===== config.mk =====
export PLATFORM = sky130hd
export DESIGN_NAME = mem_port_unit
export DESIGN_NICKNAME = d
export VERILOG_FILES = /design/src/rtl/mpu_pkg.sv /design/src/rtl/mpu_ctrl.sv /design/src/rtl/mpu_dpath.sv /design/src/rtl/mem_port_unit.sv
export SDC_FILE = /design/constraint.sdc
export NUM_CORES = 1
export LEC_CHECK = 0
export BUFFER_PORTS_ARGS = -buffer_cell sky130_fd_sc_hd__buf_2
export CAP_MARGIN = 25
export CORE_MARGIN = 2
export CORE_UTILIZATION = 46
export CTS_BUF_LIST = sky130_fd_sc_hd__clkbuf_16
export DETAILED_ROUTE_END_ITERATION = 16
export PLACE_DENSITY = 0.75
export SLEW_MARGIN = 30
export SYNTH_ARGS = -nofsm -noshare
export SYNTH_HDL_FRONTEND = slang
export SYNTH_SLANG_ARGS = --single-unit

===== constraint.sdc =====
create_clock -name clk -period 1.3 [get_ports clk]
set_input_delay 0.26 -clock clk [delete_from_list [all_inputs] [get_ports clk]]
set_output_delay 0.26 -clock clk [all_outputs]
set_load 0.03 [all_outputs]

===== src/rtl/mpu_pkg.sv =====
package mpu_pkg;

  localparam int unsigned DEST_W = 4;

  localparam logic [DEST_W-1:0] DST_ADDR_HI  = 4'd10;
  localparam logic [DEST_W-1:0] DST_LO_READ  = 4'd11;
  localparam logic [DEST_W-1:0] DST_LO_WRITE = 4'd13;
  localparam logic [DEST_W-1:0] DST_WDATA    = 4'd15;

  localparam logic [1:0] CAP_NONE  = 2'd0;
  localparam logic [1:0] CAP_MD    = 2'd1;
  localparam logic [1:0] CAP_MD_LO = 2'd2;
  localparam logic [1:0] CAP_ALL   = 2'd3;

  typedef struct packed {
    logic ldHi;
    logic ldMw;
    logic ldLo;
    logic startAcc;
    logic latchBus;
    logic capMd;
    logic capLo;
    logic capIr;
  } ctlStrobes_t;

endpackage


===== src/rtl/mpu_ctrl.sv =====
module mpu_ctrl
  import mpu_pkg::*;
#(
  parameter int unsigned ACC_CYC = 2
) (
  input  logic              clk,
  input  logic              rstN,
  input  logic [DEST_W-1:0] destSel,
  input  logic [1:0]        memDest,
  output ctlStrobes_t       ctl,
  output logic              busy,
  output logic              errFlag,
  output logic              memWe,
  output logic              memRe
);

  localparam int unsigned CNT_W = $clog2(ACC_CYC + 1);

  logic [CNT_W-1:0] cycLeft;
  logic             isWrite;
  logic             trigger;
  logic             accept;

  assign trigger = (destSel == DST_LO_READ) || (destSel == DST_LO_WRITE);
  assign busy    = (cycLeft != '0);
  assign accept  = trigger && !busy;

  always_ff @(posedge clk) begin
    if (!rstN) begin
      cycLeft <= '0;
      isWrite <= 1'b0;
      errFlag <= 1'b0;
    end else begin
      if (accept) begin
        cycLeft <= CNT_W'(ACC_CYC);
        isWrite <= (destSel == DST_LO_WRITE);
      end else if (busy) begin
        cycLeft <= cycLeft - 1'b1;
      end
      if (trigger && busy) errFlag <= 1'b1;
    end
  end

  assign memWe = busy && isWrite && (cycLeft == CNT_W'(1));
  assign memRe = busy && !isWrite;

  always_comb begin
    ctl          = '0;
    ctl.ldHi     = (destSel == DST_ADDR_HI);
    ctl.ldMw     = (destSel == DST_WDATA);
    ctl.ldLo     = accept;
    ctl.startAcc = accept;
    ctl.latchBus = memRe;
    ctl.capMd    = (memDest != CAP_NONE);
    ctl.capLo    = (memDest == CAP_MD_LO) || (memDest == CAP_ALL);
    ctl.capIr    = (memDest == CAP_ALL);
  end


  start_busy_chk: assert property (@(posedge clk) disable iff (!rstN)
    accept |=> busy);


  we_in_access_chk: assert property (@(posedge clk) disable iff (!rstN)
    memWe |-> (busy && !memRe));


  we_single_chk: assert property (@(posedge clk) disable iff (!rstN)
    memWe |=> !memWe);


  err_raise_chk: assert property (@(posedge clk) disable iff (!rstN)
    (trigger && busy) |=> errFlag);


  err_sticky_chk: assert property (@(posedge clk) disable iff (!rstN)
    errFlag |=> errFlag);

endmodule


===== src/rtl/mpu_dpath.sv =====
module mpu_dpath
  import mpu_pkg::*;
#(
  parameter int unsigned ADDR_W = 16,
  parameter int unsigned DATA_W = 8
) (
  input  logic              clk,
  input  logic              rstN,
  input  ctlStrobes_t       ctl,
  input  logic [DATA_W-1:0] aluData,
  input  logic [DATA_W-1:0] memRdData,
  output logic [ADDR_W-DATA_W-1:0] addrHi,
  output logic [DATA_W-1:0] addrLo,
  output logic [DATA_W-1:0] mdData,
  output logic [DATA_W-1:0] irData,
  output logic [ADDR_W-1:0] memAddr,
  output logic [DATA_W-1:0] memWrData
);

  localparam int unsigned HI_W = ADDR_W - DATA_W;

  logic [HI_W-1:0]   hiReg;
  logic [DATA_W-1:0] loReg;
  logic [DATA_W-1:0] mwReg;
  logic [DATA_W-1:0] mdReg;
  logic [DATA_W-1:0] irReg;
  logic [DATA_W-1:0] busReg;
  logic [ADDR_W-1:0] accAddr;
  logic [DATA_W-1:0] accData;

  always_ff @(posedge clk) begin
    if (!rstN) begin
      hiReg   <= '0;
      loReg   <= '0;
      mwReg   <= '0;
      mdReg   <= '0;
      irReg   <= '0;
      busReg  <= '0;
      accAddr <= '0;
      accData <= '0;
    end else begin
      if (ctl.ldHi) hiReg <= aluData[HI_W-1:0];
      if (ctl.ldMw) mwReg <= aluData;
      if (ctl.ldLo)       loReg <= aluData;
      else if (ctl.capLo) loReg <= busReg;
      if (ctl.capMd) mdReg <= busReg;
      if (ctl.capIr) irReg <= busReg;
      if (ctl.latchBus) busReg <= memRdData;
      if (ctl.startAcc) begin
        accAddr <= {hiReg, aluData};
        accData <= mwReg;
      end
    end
  end

  assign addrHi    = hiReg;
  assign addrLo    = loReg;
  assign mdData    = mdReg;
  assign irData    = irReg;
  assign memAddr   = accAddr;
  assign memWrData = accData;

endmodule


===== src/rtl/mem_port_unit.sv =====
module mem_port_unit
  import mpu_pkg::*;
#(
  parameter int unsigned ADDR_W  = 16,
  parameter int unsigned DATA_W  = 8,
  parameter int unsigned ACC_CYC = 2
) (
  input  logic              clk,
  input  logic              rstN,
  input  logic [3:0]        destSel,
  input  logic [DATA_W-1:0] aluData,
  input  logic [1:0]        memDest,
  input  logic [DATA_W-1:0] memRdData,
  output logic [ADDR_W-1:0] memAddr,
  output logic [DATA_W-1:0] memWrData,
  output logic              memWe,
  output logic              memRe,
  output logic              busy,
  output logic              errFlag,
  output logic [ADDR_W-DATA_W-1:0] addrHi,
  output logic [DATA_W-1:0] addrLo,
  output logic [DATA_W-1:0] mdData,
  output logic [DATA_W-1:0] irData
);

  ctlStrobes_t ctl;

  mpu_ctrl #(.ACC_CYC(ACC_CYC)) i_ctrl (
    .clk     (clk),
    .rstN    (rstN),
    .destSel (destSel),
    .memDest (memDest),
    .ctl     (ctl),
    .busy    (busy),
    .errFlag (errFlag),
    .memWe   (memWe),
    .memRe   (memRe)
  );

  mpu_dpath #(.ADDR_W(ADDR_W), .DATA_W(DATA_W)) i_dpath (
    .clk       (clk),
    .rstN      (rstN),
    .ctl       (ctl),
    .aluData   (aluData),
    .memRdData (memRdData),
    .addrHi    (addrHi),
    .addrLo    (addrLo),
    .mdData    (mdData),
    .irData    (irData),
    .memAddr   (memAddr),
    .memWrData (memWrData)
  );


  addr_hold_chk: assert property (@(posedge clk) disable iff (!rstN)
    (busy && $past(busy)) |-> ($stable(memAddr) && $stable(memWrData)));

endmodule


==> reports/qor.txt, run 1 <==
DRT Wirelength: 7160 um
critical path startpoint: i_ctrl.cycLeft[1]
area grow syn2layout: 30.9%
Gate power share: 0.089
routed length on met2: 3220 um
worst slew pin tran: 491 ps
Final Total Pwr: 5.31 mW
root buf cell: clkbuf_16
GPL Wtd Cong: 0.823
Cells after Synth: 331
CP max-delay cell: dfxtp_2
CTS Buf Count: 9
crit-path max FO: 4
DRC Markers: 0
endpoints failing hold: 0
net switching power: 1.26 mW
Starting Density: 0.474
DRT antenna net count: 0
Clk pin slew, worst setup/hold paths: 60 ps
CTS tree: done
worst IR drop on VDD: 965 uV
PwrDens: 1360 mW/mm^2
# nets final: 442
Iter 0 DRT Violations: 107
Buf/Inv on CP: 2
CP required: 1040 ps
Layout Skew: 6.30 ps
wire per inst: 14.3 um
mean area per synthesized cell: 9.05 um^2
layout cells sized above 1: 0.310
HPWL Detailed: 4910 um
Final setup viols: 3
status: complete, but fails checks
Worst path most repeated cell: buf_6
Synth warnings: 0
Int Power: 4.05 mW
met3 wire length: 473 um
Hold WS: 183 ps
worst hold path class: input port to flop
port buffer count: 83
post-route minimum period: 1400 ps
Synth cell types: 27
RSZ-0062 raised after global routing: true
first-pass GRT wire length: 11600 um
Crit Path Class: flop to primary output
antenna violations before repair: 0
Top Metal Used: met4
hold worst-path end: i_dpath.busReg[1]
Max stage delay on crit path: 320 ps
Post-Syn Nets: 355
synthesized cell area: 0.00300 mm^2
Post-Route M1 WL: 3290 um
CP Capture Type: primary output
Ant. Diodes: 0
final worst-path cycle share: 1.08
vias in the first global route: 2521
core area: 0.00631 mm^2
remaining global-route overflow: 0
Reg power frac: 0.456
clk sink count: 76
via count: 2578
final setup margin: -104 ps
Chip Width: 84.7 um
worst slew margin relative to its limit: 0.672
hold path cells: 3
sequential area share after synthesis: 0.508
Max Cap Viol: 0
die height: 84.7 um
reg-to-reg startpoint: i_ctrl.cycLeft[0]
R2R setup slack: 30 ps
worst-path cell chain: buf_6 -> or2_4 -> buf_6
Hold Buf Count CTS: 0
largest net degree at the start of global routing: 46
IO Count: 84
die area: 0.00717 mm^2
Register-to-Register Path Depth: 4
num rows: 29
Final Max Tran Viols: 0
worst r2r dst: i_dpath.memWrData[5]
total track usage: 0.202
clk_lat worst skew: 320 ps
Fillers: 544
Clock Tree Buf Depth: 2
Switching Share: 0.238
CTS HTree Levels: 3
failing checks: negative setup slack
synthesized flop and latch total: 76
Hold Path Origin: memRdData[1]
Avg Vias per Cell: 5.16
P_leak: 1.62 nW
startpoint types: flop
f_max: 0.712 GHz
Arr. time, crit path: 1140 ps
Top delay family on crit path: flip-flops
first-pass detailed-route iteration total: 5
clock power share: 0.454
power groups by stage:
stage | clock network (mW) | logic, mW | registers (mW)
after global placement | 0 | 0.435 | 2.47
final | 2.41 | 0.475 | 2.42
after floorplan | 0 | 0.223 | 2.53
after global routing | 2.57 | 0.513 | 2.43
after detailed placement | 0 | 0.440 | 2.47
after CTS | 2.45 | 0.455 | 2.42
worst register-to-register path: stages (launching register included):
cell	delay (ps)
dfxtp_2	320
and4bb_1	290
and2_4	220
buf_12	150
mux2i_1	210
metal layers:
metal / up-vias / track usage
met3: 17 / 0.0492
met2: 85 / 0.321
met1: 1185 / 0.259
met5: - / 0
met4: 0 / 0.0924
li1: 1291 / -
through the flow:
stage | instances | util | area (um^2) | setup WS, ps | TNS (ps)
floorplan | 331 | - | 3000 | 41.2 | 0
global placement | 480 | 0.558 | 3520 | -8.19 | -46.9
detailed placement | 480 | 0.558 | 3520 | -15.9 | -40.1
CTS | 498 | 0.613 | 3870 | -108 | -228
global route | 500 | 0.621 | 3920 | -131 | -347
finish | 500 | 0.621 | 3920 | -104 | -226
synthesized netlist by cell type:
cell,number,area (um^2)
buf_6,4,45.0
nor2b_1,10,62.6
nand2_1,99,372
a41oi_1,1,8.76
xor2_1,1,8.76
and2_1,1,6.26
and4bb_1,1,12.5
and3b_1,1,8.76
o211ai_1,2,15.0
mux2_2,8,90.1
and4_1,1,8.76
nand3_1,8,40.0
clkinv_1,1,3.75
o21ai_0,16,80.1
mux2i_1,24,240
o21bai_2,1,11.3
nor4bb_1,1,10.0
a21boi_0,32,240
nand4_1,10,62.6
dfxtp_1,76,1520
buf_2,6,30.0
a22oi_1,1,7.51
clkbuf_1,14,52.6
inv_1,1,3.75
o21ai_1,8,40.0
or2_2,1,6.26
nor2_1,2,7.51
layout make-up:
type	instances	area (um^2)	share of cell area
clock buffer	9	225	0.0575
inverter	2	8.76	0.00223
tap	77	96.3	0.0246
timing repair buffer	100	638	0.163
clock inverter	7	67.6	0.0172
multi-input combinational	229	1360	0.347
sequential	76	1520	0.389
sequential cells by signal, indices dropped and copies added, names as in the netlist:
signal and cells:
i_ctrl.cycLeft 2, i_ctrl.errFlag 1, i_ctrl.isWrite 1, i_dpath.addrHi 8, i_dpath.addrLo 8, i_dpath.busReg 8, i_dpath.irData 8, i_dpath.mdData 8
i_dpath.memAddr 16, i_dpath.memWrData 8, i_dpath.mwReg 8
worst max path at each step:
| stage | end | slack [ps] | depth (start not counted) |
|---|---|---|---|
| floorplan | i_dpath.memAddr[10] | 40 | 5 |
| global placement | i_dpath.addrHi[5] | -8 | 5 |
| detailed placement | i_dpath.memWrData[5] | -20 | 5 |
| CTS | busy | -110 | 3 |
| global route | busy | -130 | 3 |
| finish | busy | -100 | 3 |
repair_timing:
item | in CTS | in global routing
buffers inserted | 2 | 0
pin swaps | 2 | 0
endpoints found under the setup margin | 3 | 25
resized for setup | 12 | 2
cloned | 0 | 2
layout by cell type, fill, tap and decap left out, types with 10 or more instances in the layout:
| cell type | Yosys | layout |
|---|---|---|
| dfxtp_1 | 76 | 74 |
| clkbuf_16 | 0 | 11 |
| buf_4 | 0 | 11 |
| o21ai_0 | 16 | 16 |
| mux2i_1 | 24 | 24 |
| a21boi_0 | 32 | 32 |
| nand2_1 | 99 | 98 |
| nand4_1 | 10 | 10 |
| buf_2 | 6 | 80 |
| nor2b_1 | 10 | 10 |
cells by family after synthesis:
logic type | synth area share
simple gates | 0.199
flops | 0.508
mux | 0.110
xor+xnor | 0.00292
compound gates | 0.135
buf+inv | 0.0451
(Power assumes the default switching activity.)
==> run 2, diff against run 1 <==
Settings changed: CORE_MARGIN 2 to 4, CORE_UTILIZATION 46 to 38, PLACE_DENSITY 0.75 to unset.
==> reports/qor.txt, run 2 (same netlist as run 1, synthesis figures left out) <==
status: complete, but fails checks
failing checks: negative setup slack
Clock Tree Buf Depth: 2
Starting Density: 0.390
CP Capture Type: primary output
Arr. time, crit path: 1150 ps
DRT Wirelength: 7590 um
wire per inst: 14.5 um
CP max-delay cell: dfxtp_2
core area: 0.00769 mm^2
vias in the first global route: 2465
DRC Markers: 0
worst hold path class: input port to flop
die height: 96.8 um
Top delay family on crit path: flip-flops
worst slew margin relative to its limit: 0.675
most common cell after layout, fill and taps aside: nand2_1
Crit Path Class: flop to primary output
DRT antenna net count: 0
CP required: 1040 ps
Max Cap Viol: 0
most frequent cells in the layout: nand2_1, buf_2, dfxtp_1, a21boi_0, mux2i_1
CTS HTree Levels: 3
via count: 2531
clk_lat worst skew: 330 ps
worst-path cell chain: buf_6 -> or2_4 -> buf_6
P_leak: 1.63 nW
Ant. Diodes: 0
number of flip-flops in the largest register: 16
crit-path max FO: 4
f_max: 0.708 GHz
Final setup viols: 3
Clk pin slew, worst setup/hold paths: 60 ps
Final Max Tran Viols: 0
endpoints failing hold: 0
GPL Wtd Cong: 0.840
Final Total Pwr: 5.43 mW
pre-CTS setup slack: -73.9 ps
Chip Width: 96.8 um
largest net degree at the start of global routing: 54
clk sink count: 76
total track usage: 0.157
Buf/Inv on CP: 2
IO Count: 84
reg-to-reg startpoint: i_ctrl.cycLeft[1]
remaining global-route overflow: 0
Hold Buf Count CTS: 0
post-route minimum period: 1410 ps
layout cells sized above 1: 0.312
startpoint types: flop
antenna violations before repair: 0
Layout Skew: 7.10 ps
Worst path most repeated cell: buf_6
root buf cell: clkbuf_16
worst IR drop on VDD: 612 uV
final worst-path cycle share: 1.09
num rows: 32
CTS Buf Count: 9
first-pass detailed-route iteration total: 5
first-pass GRT wire length: 12100 um
Iter 0 DRT Violations: 107
Hold Path Origin: memRdData[3]
final setup margin: -113 ps
Max stage delay on crit path: 320 ps
Avg Vias per Cell: 4.82
RSZ-0062 raised after global routing: true
Fillers: 785
# nets final: 442
port buffer count: 83
HPWL Detailed: 5180 um
worst slew pin tran: 486 ps
die area: 0.00937 mm^2
critical path startpoint: i_ctrl.cycLeft[1]
PwrDens: 1370 mW/mm^2
area grow syn2layout: 32.5%
CTS tree: done
-- run 2: worst paths after layout --
check                         endpoint  slack [ps]  depth (start not counted)
hold reg to reg     i_dpath.memAddr[0]         440                          2
setup / recovery                  busy        -110                          3
setup reg to reg  i_dpath.memWrData[0]          50                          4
hold / removal       i_dpath.busReg[3]         180                          3
-- run 2: tightest hold or removal path: cells and delay by family --
| family | cells | cell delay [ps] |
|---|---|---|
| AOI/OAI and AO/OA | 1 | 60 |
| buffers and inverters | 1 | 90 |
| and+or+nand+nor | 1 | 40 |
-- run 2: final cells by class --
class / count / area (um^2) / share of cell area
multi-input combinational: 229 / 1360 / 0.343
inverter: 2 / 8.76 / 0.00221
sequential: 76 / 1520 / 0.384
clock buffer: 9 / 225 / 0.0568
clock inverter: 7 / 83.8 / 0.0211
tap: 102 / 128 / 0.0322
timing repair buffer: 100 / 638 / 0.161
-- run 2: metrics by stage --
| stage | utilization | area [um^2] | hold slack (ps) | TNS (ps) | std cells |
|---|---|---|---|---|---|
| after global routing | 0.516 | 3970 | 184 | -388 | 525 |
| after detailed placement | 0.463 | 3560 | 436 | -552 | 506 |
| after CTS | 0.510 | 3920 | 170 | -277 | 523 |
| final | 0.516 | 3970 | 178 | -257 | 525 |
| after global placement | 0.463 | 3560 | 436 | -236 | 506 |
| after floorplan | - | 3000 | 405 | 0 | 331 |
-- run 2: timing repair --
action,CTS,global route
buffers inserted,1,0
pin swaps,2,1
gates cloned,0,2
gates resized for setup,13,0
endpoints found under the setup margin,3,12
-- run 2: per-layer routing --
layer  vias up  GRT usage  part of all wire
li1       1297          -                 -
met1      1163      0.208              0.48
met2        66      0.248              0.46
met3         5     0.0512             0.058
met4         0     0.0421            0.0062
met5         -          0                 0
-- run 2: where the power goes --
| part | switching, mW | internal, mW | total [mW] |
|---|---|---|---|
| logic | 0.289 | 0.193 | 0.482 |
| registers | 0.0392 | 2.38 | 2.42 |
| clock network | 1.01 | 1.52 | 2.52 |
| total | 1.34 | 4.09 | 5.43 |
==> run 3, diff against run 2 <==
Clock period 1.3 ns to 1.6 ns, I/O delays scaled along.
==> reports/qor.txt, run 3 (same netlist as run 1, synthesis figures left out) <==
status: completed
Max stage delay on crit path: 370 ps
first-pass detailed-route iteration total: 5
Switching Share: 0.253
clk sink count: 76
P_leak: 1.54 nW
Starting Density: 0.390
Top delay family on crit path: flip-flops
CP Capture Type: primary output
port buffer count: 83
Clk pin slew, worst setup/hold paths: 60 ps
Final Total Pwr: 4.17 mW
HPWL Detailed: 4890 um
wire per inst: 13.9 um
worst slew pin tran: 482 ps
Layout Skew: 5.94 ps
final worst-path cycle share: 0.947
die height: 96.8 um
worst hold path class: input port to flop
Ant. Diodes: 0
via count: 2477
largest net degree at the start of global routing: 86
first-pass GRT wire length: 11900 um
Int Power: 3.12 mW
num rows: 32
Clock Tree Buf Depth: 2
startpoint types: flop
worst slew margin relative to its limit: 0.677
total track usage: 0.157
reg-to-reg startpoint: i_ctrl.cycLeft[0]
Chip Width: 96.8 um
Max Cap Viol: 0
post-CTS setup buffer count: 0
core area: 0.00769 mm^2
worst-path cell chain: or2_2 -> buf_2
CTS HTree Levels: 3
Reg power frac: 0.472
post-route minimum period: 1520 ps
Hold Path Origin: memRdData[0]
most common cell after layout, fill and taps aside: nand2_1
clock power share: 0.445
crit-path max FO: 6
GPL Wtd Cong: 0.714
Hold Buf Count CTS: 0
Gate power share: 0.083
CTS Buf Count: 9
Arr. time, crit path: 1200 ps
Crit Path Class: flop to primary output
clk_lat worst skew: 330 ps
die area: 0.00937 mm^2
layout cells sized above 1: 0.283
CTS tree: done
net switching power: 1.06 mW
Iter 0 DRT Violations: 104
post-CTS sizing: 0
RSZ-0062 raised after global routing: false
vias in the first global route: 2384
Final Max Tran Viols: 0
Final setup viols: 0
Avg Vias per Cell: 4.80
most frequent cells in the layout: nand2_1, buf_2, dfxtp_1, a21boi_0, mux2i_1
PwrDens: 1100 mW/mm^2
f_max: 0.660 GHz
CP max-delay cell: dfxtp_1
root buf cell: clkbuf_16
DRT Wirelength: 7170 um
area grow syn2layout: 26.1%
number of flip-flops in the largest register: 16
worst IR drop on VDD: 651 uV
Buf/Inv on CP: 1
endpoints failing hold: 0
remaining global-route overflow: 0
IO Count: 84
CP required: 1280 ps
critical path startpoint: i_ctrl.cycLeft[1]
# nets final: 433
setup TNS: 0 ps
antenna violations before repair: 0
DRC Markers: 0
DRT antenna net count: 0
[run 3: changes by cell type in the layout (fill, tap and decap cells not counted), sizes merged]
cell	previous run	this run
clkinvlp	1	4
clkbuf	11	9
bufinv	1	0
clkinv	4	1
inv	3	4
buf	98	91
[run 3: path summary, 6_finish.rpt]
| check | to | slack, ps | depth (start not counted) |
|---|---|---|---|
| setup reg to reg | i_dpath.memWrData[3] | 250 | 4 |
| hold / removal | i_dpath.busReg[0] | 240 | 3 |
| hold reg to reg | i_dpath.memAddr[7] | 450 | 2 |
| setup / recovery | busy | 80 | 2 |
[run 3: cell type report]
cell class | count | area [um^2]
fillers | 802 | 3910
flip-flops and latches | 76 | 1520
multi-input cells | 229 | 1350
repair buffers | 91 | 500
clock buffers | 9 | 225
well taps | 102 | 128
clock inverters | 7 | 51.3
inverters | 2 | 7.51
[run 3: power groups by stage]
stage | combinational, mW | sequential, mW | clock, mW
6_report | 0.348 | 1.97 | 1.86
5_1_grt | 0.381 | 1.97 | 2.00
3_5_place_dp | 0.351 | 2.01 | 0
2_1_floorplan | 0.181 | 2.06 | 0
4_1_cts | 0.352 | 1.97 | 1.91
3_3_place_gp | 0.349 | 2.01 | 0
[run 3: worst min-delay path, stage by stage]
cell      delay (ps)
buf_2            100
nand2_1           40
a21boi_0          60
[run 3: through the flow]
step	instances	area [um^2]	util	setup slack [ps]	hold WS (ps)
2_1_floorplan	331	3000	-	244	438
3_3_place_gp	500	3500	0.456	202	436
3_5_place_dp	500	3500	0.456	193	437
4_1_cts	516	3780	0.492	70.9	227
5_1_grt	516	3780	0.492	36.4	240
6_report	516	3780	0.492	84.8	240
[run 3: routing by layer]
metal | GRT usage | up-vias | wire (um)
met1 | 0.203 | 1126 | 3370
li1 | - | 1274 | -
met5 | 0 | - | 0
met2 | 0.238 | 69 | 3230
met4 | 0.0605 | 0 | 75
met3 | 0.0591 | 8 | 490
